$ cat src/rtl/tapmac_pkg.sv
package tapmac_pkg;

  typedef enum logic [1:0] {
    STEP_HOLD = 2'b00,
    STEP_UP   = 2'b01,
    STEP_DOWN = 2'b10,
    STEP_KEEP = 2'b11
  } step_e;

  typedef enum logic [1:0] {
    PSH_NONE = 2'b00,
    PSH_L1   = 2'b01,
    PSH_L4   = 2'b10,
    PSH_R6   = 2'b11
  } pshift_e;

endpackage

$ cat src/rtl/tapmac_addr_gen.sv
module tapmac_addr_gen
  import tapmac_pkg::*;
#(
  parameter int CNTW = 8,
  parameter int CAW  = 16,
  parameter int DAW  = 10
) (
  input  logic            clk,
  input  logic            rst_n,
  input  logic            load_i,
  input  logic [CNTW-1:0] cnt_i,
  input  logic [CAW-1:0]  caddr_i,
  input  logic [DAW-1:0]  daddr_i,
  input  step_e           step_i,
  output logic            run_o,
  output logic            last_o,
  output logic [CAW-1:0]  caddr_o,
  output logic [DAW-1:0]  daddr_o
);

  localparam logic [CNTW-1:0] CNT_ONE = CNTW'(1);
  localparam logic [CAW-1:0]  CA_ONE  = CAW'(1);
  localparam logic [DAW-1:0]  DA_ONE  = DAW'(1);

  logic            run_q, run_d;
  logic [CNTW-1:0] cnt_q, cnt_d;
  logic [CAW-1:0]  ca_q, ca_d;
  logic [DAW-1:0]  da_q, da_d;
  step_e           step_q, step_d;

  always_comb begin
    run_d  = run_q;
    cnt_d  = cnt_q;
    ca_d   = ca_q;
    da_d   = da_q;
    step_d = step_q;
    if (load_i) begin
      run_d  = 1'b1;
      cnt_d  = cnt_i;
      ca_d   = caddr_i;
      da_d   = daddr_i;
      step_d = step_i;
    end else if (run_q) begin
      if (cnt_q != '0) begin
        cnt_d = cnt_q - CNT_ONE;
        ca_d  = ca_q + CA_ONE;
        unique case (step_q)
          STEP_UP:   da_d = da_q + DA_ONE;
          STEP_DOWN: da_d = da_q - DA_ONE;
          default:   da_d = da_q;
        endcase
      end else begin
        run_d = 1'b0;
      end
    end
  end

  always_ff @(posedge clk or negedge rst_n) begin
    if (!rst_n) begin
      run_q  <= 1'b0;
      cnt_q  <= '0;
      ca_q   <= '0;
      da_q   <= '0;
      step_q <= STEP_HOLD;
    end else begin
      run_q  <= run_d;
      cnt_q  <= cnt_d;
      ca_q   <= ca_d;
      da_q   <= da_d;
      step_q <= step_d;
    end
  end

  assign run_o   = run_q;
  assign last_o  = (cnt_q == '0);
  assign caddr_o = ca_q;
  assign daddr_o = da_q;

  // coefficient address advances by one between iterations
  assert_coef_step_R3: assert property (@(posedge clk) disable iff (!rst_n)
    (run_o && !last_o) |=> (run_o && caddr_o == $past(caddr_o) + CA_ONE))
    else $error("coefficient address did not advance");

  // the iteration with a zero count is the last one
  assert_last_stops_R4: assert property (@(posedge clk) disable iff (!rst_n)
    (run_o && last_o) |=> !run_o)
    else $error("run continued past the last iteration");

  // hold modes keep the data address fixed
  assert_hold_addr_R6: assert property (@(posedge clk) disable iff (!rst_n)
    (run_o && !last_o && (step_q == STEP_HOLD || step_q == STEP_KEEP))
      |=> $stable(daddr_o))
    else $error("data address moved in a hold mode");

endmodule

$ cat src/rtl/tapmac_pshift.sv
module tapmac_pshift
  import tapmac_pkg::*;
#(
  parameter int PW = 32
) (
  input  logic [PW-1:0] prod_i,
  input  pshift_e       mode_i,
  output logic [PW-1:0] sh_o
);

  always_comb begin
    unique case (mode_i)
      PSH_L1:  sh_o = {prod_i[PW-2:0], 1'b0};
      PSH_L4:  sh_o = {prod_i[PW-5:0], 4'b0000};
      PSH_R6:  sh_o = {{6{prod_i[PW-1]}}, prod_i[PW-1:6]};
      default: sh_o = prod_i;
    endcase
  end

endmodule

$ cat src/rtl/tapmac_accum.sv
module tapmac_accum #(
  parameter int PW = 32
) (
  input  logic          clk,
  input  logic          rst_n,
  input  logic          clr_ovf_i,
  input  logic          en_i,
  input  logic          sat_i,
  input  logic [PW-1:0] addend_i,
  output logic [PW-1:0] acc_o,
  output logic          carry_o,
  output logic          ovf_o
);

  localparam logic [PW-1:0] MAXV = {1'b0, {(PW-1){1'b1}}};
  localparam logic [PW-1:0] MINV = {1'b1, {(PW-1){1'b0}}};

  logic [PW-1:0] acc_q, acc_d;
  logic          cy_q, cy_d;
  logic          ov_q, ov_d;
  logic [PW:0]   sum_ext;
  logic [PW-1:0] sum_w;
  logic          ov_w;

  assign sum_ext = {1'b0, acc_q} + {1'b0, addend_i};
  assign sum_w   = sum_ext[PW-1:0];
  assign ov_w    = (acc_q[PW-1] == addend_i[PW-1]) && (sum_w[PW-1] != acc_q[PW-1]);

  always_comb begin
    acc_d = acc_q;
    cy_d  = cy_q;
    ov_d  = ov_q;
    if (clr_ovf_i) begin
      ov_d = 1'b0;
    end
    if (en_i) begin
      cy_d = sum_ext[PW];
      if (ov_w) begin
        ov_d  = 1'b1;
        acc_d = sat_i ? (addend_i[PW-1] ? MINV : MAXV) : sum_w;
      end else begin
        acc_d = sum_w;
      end
    end
  end

  always_ff @(posedge clk or negedge rst_n) begin
    if (!rst_n) begin
      acc_q <= '0;
      cy_q  <= 1'b0;
      ov_q  <= 1'b0;
    end else begin
      acc_q <= acc_d;
      cy_q  <= cy_d;
      ov_q  <= ov_d;
    end
  end

  assign acc_o   = acc_q;
  assign carry_o = cy_q;
  assign ovf_o   = ov_q;

  // a saturating overflow leaves a clamp value
  assert_sat_clamp_R8: assert property (@(posedge clk) disable iff (!rst_n)
    (en_i && sat_i && ov_w) |=> (acc_o == MAXV || acc_o == MINV))
    else $error("saturated sum is not a clamp value");

  // overflow flag is sticky between starts
  assert_ovf_sticky_R8: assert property (@(posedge clk) disable iff (!rst_n)
    (ovf_o && !clr_ovf_i) |=> ovf_o)
    else $error("overflow flag dropped without a start");

  // the accumulator holds when no iteration is retiring
  assert_acc_hold_R4: assert property (@(posedge clk) disable iff (!rst_n)
    !en_i |=> $stable(acc_o))
    else $error("accumulator changed while idle");

endmodule

$ cat src/rtl/tapmac_seq.sv
module tapmac_seq
  import tapmac_pkg::*;
#(
  parameter int              DW      = 16,
  parameter int              CAW     = 16,
  parameter int              DAW     = 10,
  parameter int              CNTW    = 8,
  parameter logic [DAW-1:0]  MOVE_LO = 10'h200,
  parameter logic [DAW-1:0]  MOVE_HI = 10'h3FF
) (
  input  logic              clk,
  input  logic              rst_n,
  input  logic              start_i,
  input  logic [CNTW-1:0]   rpt_cnt_i,
  input  logic [CAW-1:0]    coef_base_i,
  input  logic [DAW-1:0]    data_base_i,
  input  logic [1:0]        step_mode_i,
  input  logic [1:0]        pshift_i,
  input  logic              sat_en_i,
  output logic              dm_rd_o,
  output logic [DAW-1:0]    dm_raddr_o,
  input  logic [DW-1:0]     dm_rdata_i,
  output logic              dm_we_o,
  output logic [DAW-1:0]    dm_waddr_o,
  output logic [DW-1:0]     dm_wdata_o,
  output logic              cm_rd_o,
  output logic [CAW-1:0]    cm_raddr_o,
  input  logic [DW-1:0]     cm_rdata_i,
  output logic [2*DW-1:0]   acc_o,
  output logic [2*DW-1:0]   prod_o,
  output logic [DW-1:0]     treg_o,
  output logic              carry_o,
  output logic              ovf_o,
  output logic              busy_o,
  output logic              done_o
);

  localparam int             PW     = 2 * DW;
  localparam logic [DAW-1:0] DA_ONE = DAW'(1);

  // reset: asserted asynchronously, released on the clock
  logic [1:0] rs_q;
  logic       rst_ni;

  always_ff @(posedge clk or negedge rst_n) begin
    if (!rst_n) rs_q <= 2'b00;
    else        rs_q <= {rs_q[0], 1'b1};
  end
  assign rst_ni = rs_q[1];

  // issue stage
  logic           run_w, last_w, start_ok;
  logic [CAW-1:0] caddr_w;
  logic [DAW-1:0] daddr_w;

  tapmac_addr_gen #(.CNTW(CNTW), .CAW(CAW), .DAW(DAW)) u_addr (
    .clk     (clk),
    .rst_n   (rst_ni),
    .load_i  (start_ok),
    .cnt_i   (rpt_cnt_i),
    .caddr_i (coef_base_i),
    .daddr_i (data_base_i),
    .step_i  (step_e'(step_mode_i)),
    .run_o   (run_w),
    .last_o  (last_w),
    .caddr_o (caddr_w),
    .daddr_o (daddr_w)
  );

  // execute stage registers
  logic           v2_q, v2_d;
  logic           last2_q, last2_d;
  logic [DAW-1:0] da2_q, da2_d;
  pshift_e        psh_q, psh_d;
  logic           sat_q, sat_d;
  logic [PW-1:0]  prod_q, prod_d;
  logic [DW-1:0]  t_q, t_d;
  logic           done_q, done_d;

  logic [PW-1:0]  d_ext, c_ext, mul_w, sh_w;
  logic           move_ok;

  assign busy_o   = run_w | v2_q;
  assign start_ok = start_i & ~busy_o;

  assign d_ext = {{DW{dm_rdata_i[DW-1]}}, dm_rdata_i};
  assign c_ext = {{DW{cm_rdata_i[DW-1]}}, cm_rdata_i};
  assign mul_w = $unsigned($signed(d_ext) * $signed(c_ext));

  assign move_ok = (da2_q >= MOVE_LO) && (da2_q < MOVE_HI);

  always_comb begin
    v2_d    = run_w;
    last2_d = last_w;
    da2_d   = run_w ? daddr_w : da2_q;
    psh_d   = start_ok ? pshift_e'(pshift_i) : psh_q;
    sat_d   = start_ok ? sat_en_i : sat_q;
    prod_d  = v2_q ? mul_w : prod_q;
    t_d     = v2_q ? dm_rdata_i : t_q;
    done_d  = v2_q & last2_q;
  end

  always_ff @(posedge clk or negedge rst_ni) begin
    if (!rst_ni) begin
      v2_q    <= 1'b0;
      last2_q <= 1'b0;
      da2_q   <= '0;
      psh_q   <= PSH_NONE;
      sat_q   <= 1'b0;
      prod_q  <= '0;
      t_q     <= '0;
      done_q  <= 1'b0;
    end else begin
      v2_q    <= v2_d;
      last2_q <= last2_d;
      da2_q   <= da2_d;
      psh_q   <= psh_d;
      sat_q   <= sat_d;
      prod_q  <= prod_d;
      t_q     <= t_d;
      done_q  <= done_d;
    end
  end

  tapmac_pshift #(.PW(PW)) u_pshift (
    .prod_i (prod_q),
    .mode_i (psh_q),
    .sh_o   (sh_w)
  );

  tapmac_accum #(.PW(PW)) u_accum (
    .clk       (clk),
    .rst_n     (rst_ni),
    .clr_ovf_i (start_ok),
    .en_i      (v2_q),
    .sat_i     (sat_q),
    .addend_i  (sh_w),
    .acc_o     (acc_o),
    .carry_o   (carry_o),
    .ovf_o     (ovf_o)
  );

  assign dm_rd_o    = run_w;
  assign dm_raddr_o = daddr_w;
  assign cm_rd_o    = run_w;
  assign cm_raddr_o = caddr_w;
  assign dm_we_o    = v2_q & move_ok;
  assign dm_waddr_o = da2_q + DA_ONE;
  assign dm_wdata_o = dm_rdata_i;
  assign prod_o     = prod_q;
  assign treg_o     = t_q;
  assign done_o     = done_q;

  // the move lands one above the address read the cycle before
  assert_move_addr_R5: assert property (@(posedge clk) disable iff (!rst_ni)
    dm_we_o |-> (dm_waddr_o == $past(dm_raddr_o) + DA_ONE && $past(dm_rd_o)))
    else $error("move write address does not follow the read");

  // no move outside the on-chip window
  assert_move_window_R9: assert property (@(posedge clk) disable iff (!rst_ni)
    dm_we_o |-> (dm_waddr_o > MOVE_LO && dm_waddr_o <= MOVE_HI))
    else $error("move write outside the window");

  // done is a single-cycle pulse
  assert_done_pulse_R4: assert property (@(posedge clk) disable iff (!rst_ni)
    done_o |=> !done_o)
    else $error("done held longer than one cycle");

  // done is only seen when the block is idle
  assert_done_idle_R1: assert property (@(posedge clk) disable iff (!rst_ni)
    done_o |-> !busy_o)
    else $error("done raised while busy");

  // the T register follows the data word on each retiring iteration
  assert_treg_load_R2: assert property (@(posedge clk) disable iff (!rst_ni)
    (busy_o && !dm_rd_o) |=> (treg_o == $past(dm_rdata_i)))
    else $error("T register missed the final data word");

endmodule

$ cat config.mk
export PLATFORM = sky130hd
export DESIGN_NAME = tapmac_seq
export DESIGN_NICKNAME = d
export VERILOG_FILES = /design/src/rtl/tapmac_pkg.sv /design/src/rtl/tapmac_addr_gen.sv /design/src/rtl/tapmac_pshift.sv /design/src/rtl/tapmac_accum.sv /design/src/rtl/tapmac_seq.sv
export SDC_FILE = /design/constraint.sdc
export NUM_CORES = 1
export LEC_CHECK = 0
export BUFFER_PORTS_ARGS = -buffer_cell sky130_fd_sc_hd__buf_2
export CORE_ASPECT_RATIO = 1.4
export CORE_MARGIN = 3
export CORE_UTILIZATION = 40
export DETAILED_ROUTE_END_ITERATION = 8
export GPL_TIMING_DRIVEN = 0
export PLACE_DENSITY = 0.6
export SYNTH_ARGS = -nofsm -noshare
export SYNTH_HDL_FRONTEND = slang
export SYNTH_SLANG_ARGS = --single-unit
export TNS_END_PERCENT = 30
$ cat constraint.sdc
create_clock -name clk -period 11.3 [get_ports clk]
set_clock_uncertainty 0.2 [all_clocks]
set_input_delay 0.565 -clock clk [delete_from_list [all_inputs] [get_ports clk]]
set_output_delay 0.565 -clock clk [all_outputs]
set_load 0.02 [all_outputs]
==> metrics.md <==
| Metric | Value |
|---|---|
| Warnings, synthesis | 0 |
| Row count | 92 |
| Async SR Flop Fraction | between 90% and 100% |
| Cell total after placement | about 2800 |
| Synth Register Bits | 137 |
| Placer congestion estimate | around 0.92 |
| Final Non-Filler Cells | between 2000 and 3000 |
| Setup slack, reg-to-reg | a little under 6 ns |
| Worst path max stage delay | approximately 0.58 ns |
| Cell mode on critical path | fa_1 |
| Crit path buffers/inverters | 3 |
| Port bufs | around 210 |
| Post-route setup TNS | 0 ns |
| Commonest non-fill, non-tap cell in the layout | inv_1 |
| Fraction of layout cells with a size suffix above 1 | about 18% |
| CP max FO | 10 |
| # DRC | 0 |
| Gr usage total | about a quarter |
| Commonest cells after routing, fill and taps aside | 308 x inv_1, 264 x fa_1, 231 x nand2_1 |
| Wirelength per Cell | just under 20 um |
| Clock latency at the later pin of the worst-skew pair | between 0.4 and 0.5 ns |
| Antenna-violating nets left | 0 |
| Initial Util | 40.8% |
| Reg-to-Reg Start | psh_q[1]$_DFFE_PN0P_ |
| Max-slew headroom | about 45% |
| CTS tree | yes |
| Syn nets | ~2400 |
| Max Cap Viol | 0 |
| CTS buffer count | 17 |
| CP Launch Type | input pin |
| Netlist cell types | 77 |
| Setup crit start | dm_rdata_i[9] |
| Detailed router's first-iteration violation count | slightly above 700 |
| Routed vias/inst | ~5.3 |
| CP Capture Type | flop |
| Post-CTS sizing | 0 |
| Placed inst area | 20400 um2 |
| Crit-path cells | buf_2 > clkbuf_1 > nand2_1 > fa_1 > fa_1 > fa_1 > fa_1 > inv_1 > fa_1 > fa_1 > ha_1 > a21o_1 > a21oi_1 > nor4b_1 > o21ai_1 > o21bai_1 > a21oi_1 > o31a_1 > or4_1 > nand3_1 |
| Full die area | just under 50000 um2 |
| Area of the multi-input gates | around 14000 um2 |
| Worst-path clk slew | about 0.060 ns |
| CTS max path bufs | 2 |
| Final min period | 7.41 ns |
| Largest net degree at the start of global routing | 66 |
| Core Util, Final | 46.2% |
| R2R depth | 16 |
| Die Height | ~260 um |
| Final setup fails | 0 |
| Routed WL | 55600 um |
| Max-slew violations | 0 |
| Worst Path Class, Setup | input pin to flop |
| Final clock period utilization by the worst path | 65.6% |
| Worst path arrival time | approximately 7.6 ns |
| Status | finished clean |
| Core Footprint | approximately 45000 um2 |
| Htree depth | 4 |
| Via count | about 15000 |
| Clock Tree Root | clkbuf_16 |
| Reg2reg end | u_accum.acc_o[24]$_DFFE_PN0P_ |
| Worst Setup EP | prod_o[31]$_DFFE_PN0P_ |
| Final non-filler cell area | 21000 um2 |
| Top Family by Delay on Critical Path | adder cells |
| Slew at the pin closest to its max-slew limit | 0.806 ns |
| Most frequently used flop master after synthesis | dfrtp_1 |
| Number of cells on the critical path | 20 |
| Global-route wire length before repair | ~89000 um |
| Die Width | ~190 um |
| Nets | 2657 |
| Fmax | between 100 and 150 MHz |
| Total congestion overflow | 0 |
| Boundary pin count | 213 |
| Vias in the first global route | around 16000 |
| Area grow syn2layout | 13.3% |
| Netlist Area Pre-Place | about 19000 um2 |
| Synth Instances | 1958 |
| CP required | about 11 ns |
| Hold Path Class | flop to async pin |
| Initial antenna violation count | 0 |
| Post-DP HPWL | around 45000 um |
| DRT Pass-1 Iters | 5 |
| RSZ-0062 raised after global routing | no |
| FF+latch area | 3430 um2 |
| Final Hold Vio Count | 0 |
| Sequential cell area fraction in the yosys report | 18.5% |
| Fill cell count | approximately 4500 |
| Slowest CP cell | fa_1 |
| Num Clock Sinks | between 100 and 150 |
| Number of flops mapped to enable cells by yosys | 0 |
| Mapped Avg Cell Area | ~9.5 um2 |
| # diodes | 0 |
[synthesized netlist by cell type (4+ instances only)]
cell / number / area share (%)
nor4_1: 4 / 0.13
nand2b_1: 15 / 0.51
mux4_2: 27 / 3.3
and2_1: 120 / 4.0
inv_1: 308 / 6.2
a21oi_1: 86 / 2.3
a211oi_1: 11 / 0.45
xor2_1: 31 / 1.5
nand2_1: 231 / 4.7
buf_6: 4 / 0.24
xnor2_1: 62 / 2.9
o21bai_1: 9 / 0.36
a21oi_2: 21 / 0.99
mux2_2: 48 / 2.9
a211o_1: 4 / 0.19
nor2_2: 20 / 0.67
and3_1: 15 / 0.51
o21ai_1: 6 / 0.16
nor3b_1: 4 / 0.16
a31oi_1: 7 / 0.24
dfrtp_1: 137 / 18
nor2_1: 89 / 1.8
or3_1: 5 / 0.17
ha_1: 127 / 8.6
a21o_1: 25 / 1.0
o21ai_0: 67 / 1.8
nor3_1: 12 / 0.32
fa_1: 264 / 28
buf_4: 18 / 0.73
o31ai_1: 5 / 0.20
nand3_1: 19 / 0.51
o2bb2ai_1: 4 / 0.19
buf_1: 5 / 0.10
nor2b_1: 11 / 0.37
clkbuf_1: 63 / 1.3
o21a_1: 6 / 0.24
nand4_1: 9 / 0.30
[through the flow]
| step | setup slack, ns | hold WS, ns |
|---|---|---|
| finish | 3.89 | 0.0907 |
| global route | 3.50 | 0.126 |
| CTS | 3.89 | 0.112 |
| detailed placement | 3.45 | 0.115 |
| global placement | 3.39 | 0.137 |
| floorplan | 4.53 | 0.0694 |
[how the worst min path moves through the flow]
stage                 startpoint                       endpoint  slack, ns  depth (start not counted)
4_1_cts        rs_q[1]$_DFF_PN0_  u_addr.caddr_o[6]$_DFFE_PN0P_       0.11                          0
5_1_grt        rs_q[1]$_DFF_PN0_  u_addr.daddr_o[1]$_DFFE_PN0P_       0.13                          0
6_report       rs_q[1]$_DFF_PN0_    u_addr.cnt_q[4]$_DFFE_PN0P_       0.09                          0
3_5_place_dp   rs_q[1]$_DFF_PN0_    u_addr.cnt_q[5]$_DFFE_PN0P_       0.11                          0
3_3_place_gp   rs_q[0]$_DFF_PN0_              rs_q[1]$_DFF_PN0_       0.14                          0
2_1_floorplan              rst_n              rs_q[0]$_DFF_PN0_       0.07                          0
[per-layer routing]
layer | global-route usage (%) | routed length, um | vias to the layer above
met2 | 42.9 | 29400 | 487
met1 | 27.3 | 21300 | 7506
met5 | 0 | 0 | -
li1 | - | - | 6736
met4 | 9.38 | 2370 | 0
met3 | 3.16 | 2620 | 134
[flip-flops by register name (all words and copies together), names as in the netlist]
name,count
da2_q,10
done_o,1
last2_q,1
prod_o,32
psh_q,2
rs_q,2
sat_q,1
treg_o,16
u_accum.acc_o,32
u_accum.carry_o,1
u_accum.ovf_o,1
u_addr.caddr_o,16
u_addr.cnt_q,8
u_addr.daddr_o,10
u_addr.run_o,1
u_addr.step_q,2
v2_q,1
[timing repair]
item	CTS	global route
hold endpoints to repair	2	0
hold buffers	1	0
setup buffers	0	0
[kinds of logic (layout without fill, tap and decap cells)]
group,after synthesis,count (layout),share of synthesized area [%]
simple gates,571,571,15.0
buf+inv,399,646,8.61
fa+ha+maj,391,391,37.1
compound gates,288,288,10.1
flops,137,137,18.5
xor+xnor,93,93,4.39
mux,78,78,6.35
other cells,1,1,0.0202
[final cells by class]
class                      count  share of cell area, %
clock inverter                15                  0.709
buffer                        91                   2.10
inverter                     308                   5.50
multi-input combinational   1422                   64.4
tap                          611                   3.64
clock buffer                  17                   2.02
sequential                   137                   16.3
timing repair buffer         215                   5.32
Power is left out: the tool's default activity adds up to more than one toggle a clock period on the data nets, which glitch-free logic cannot reach.
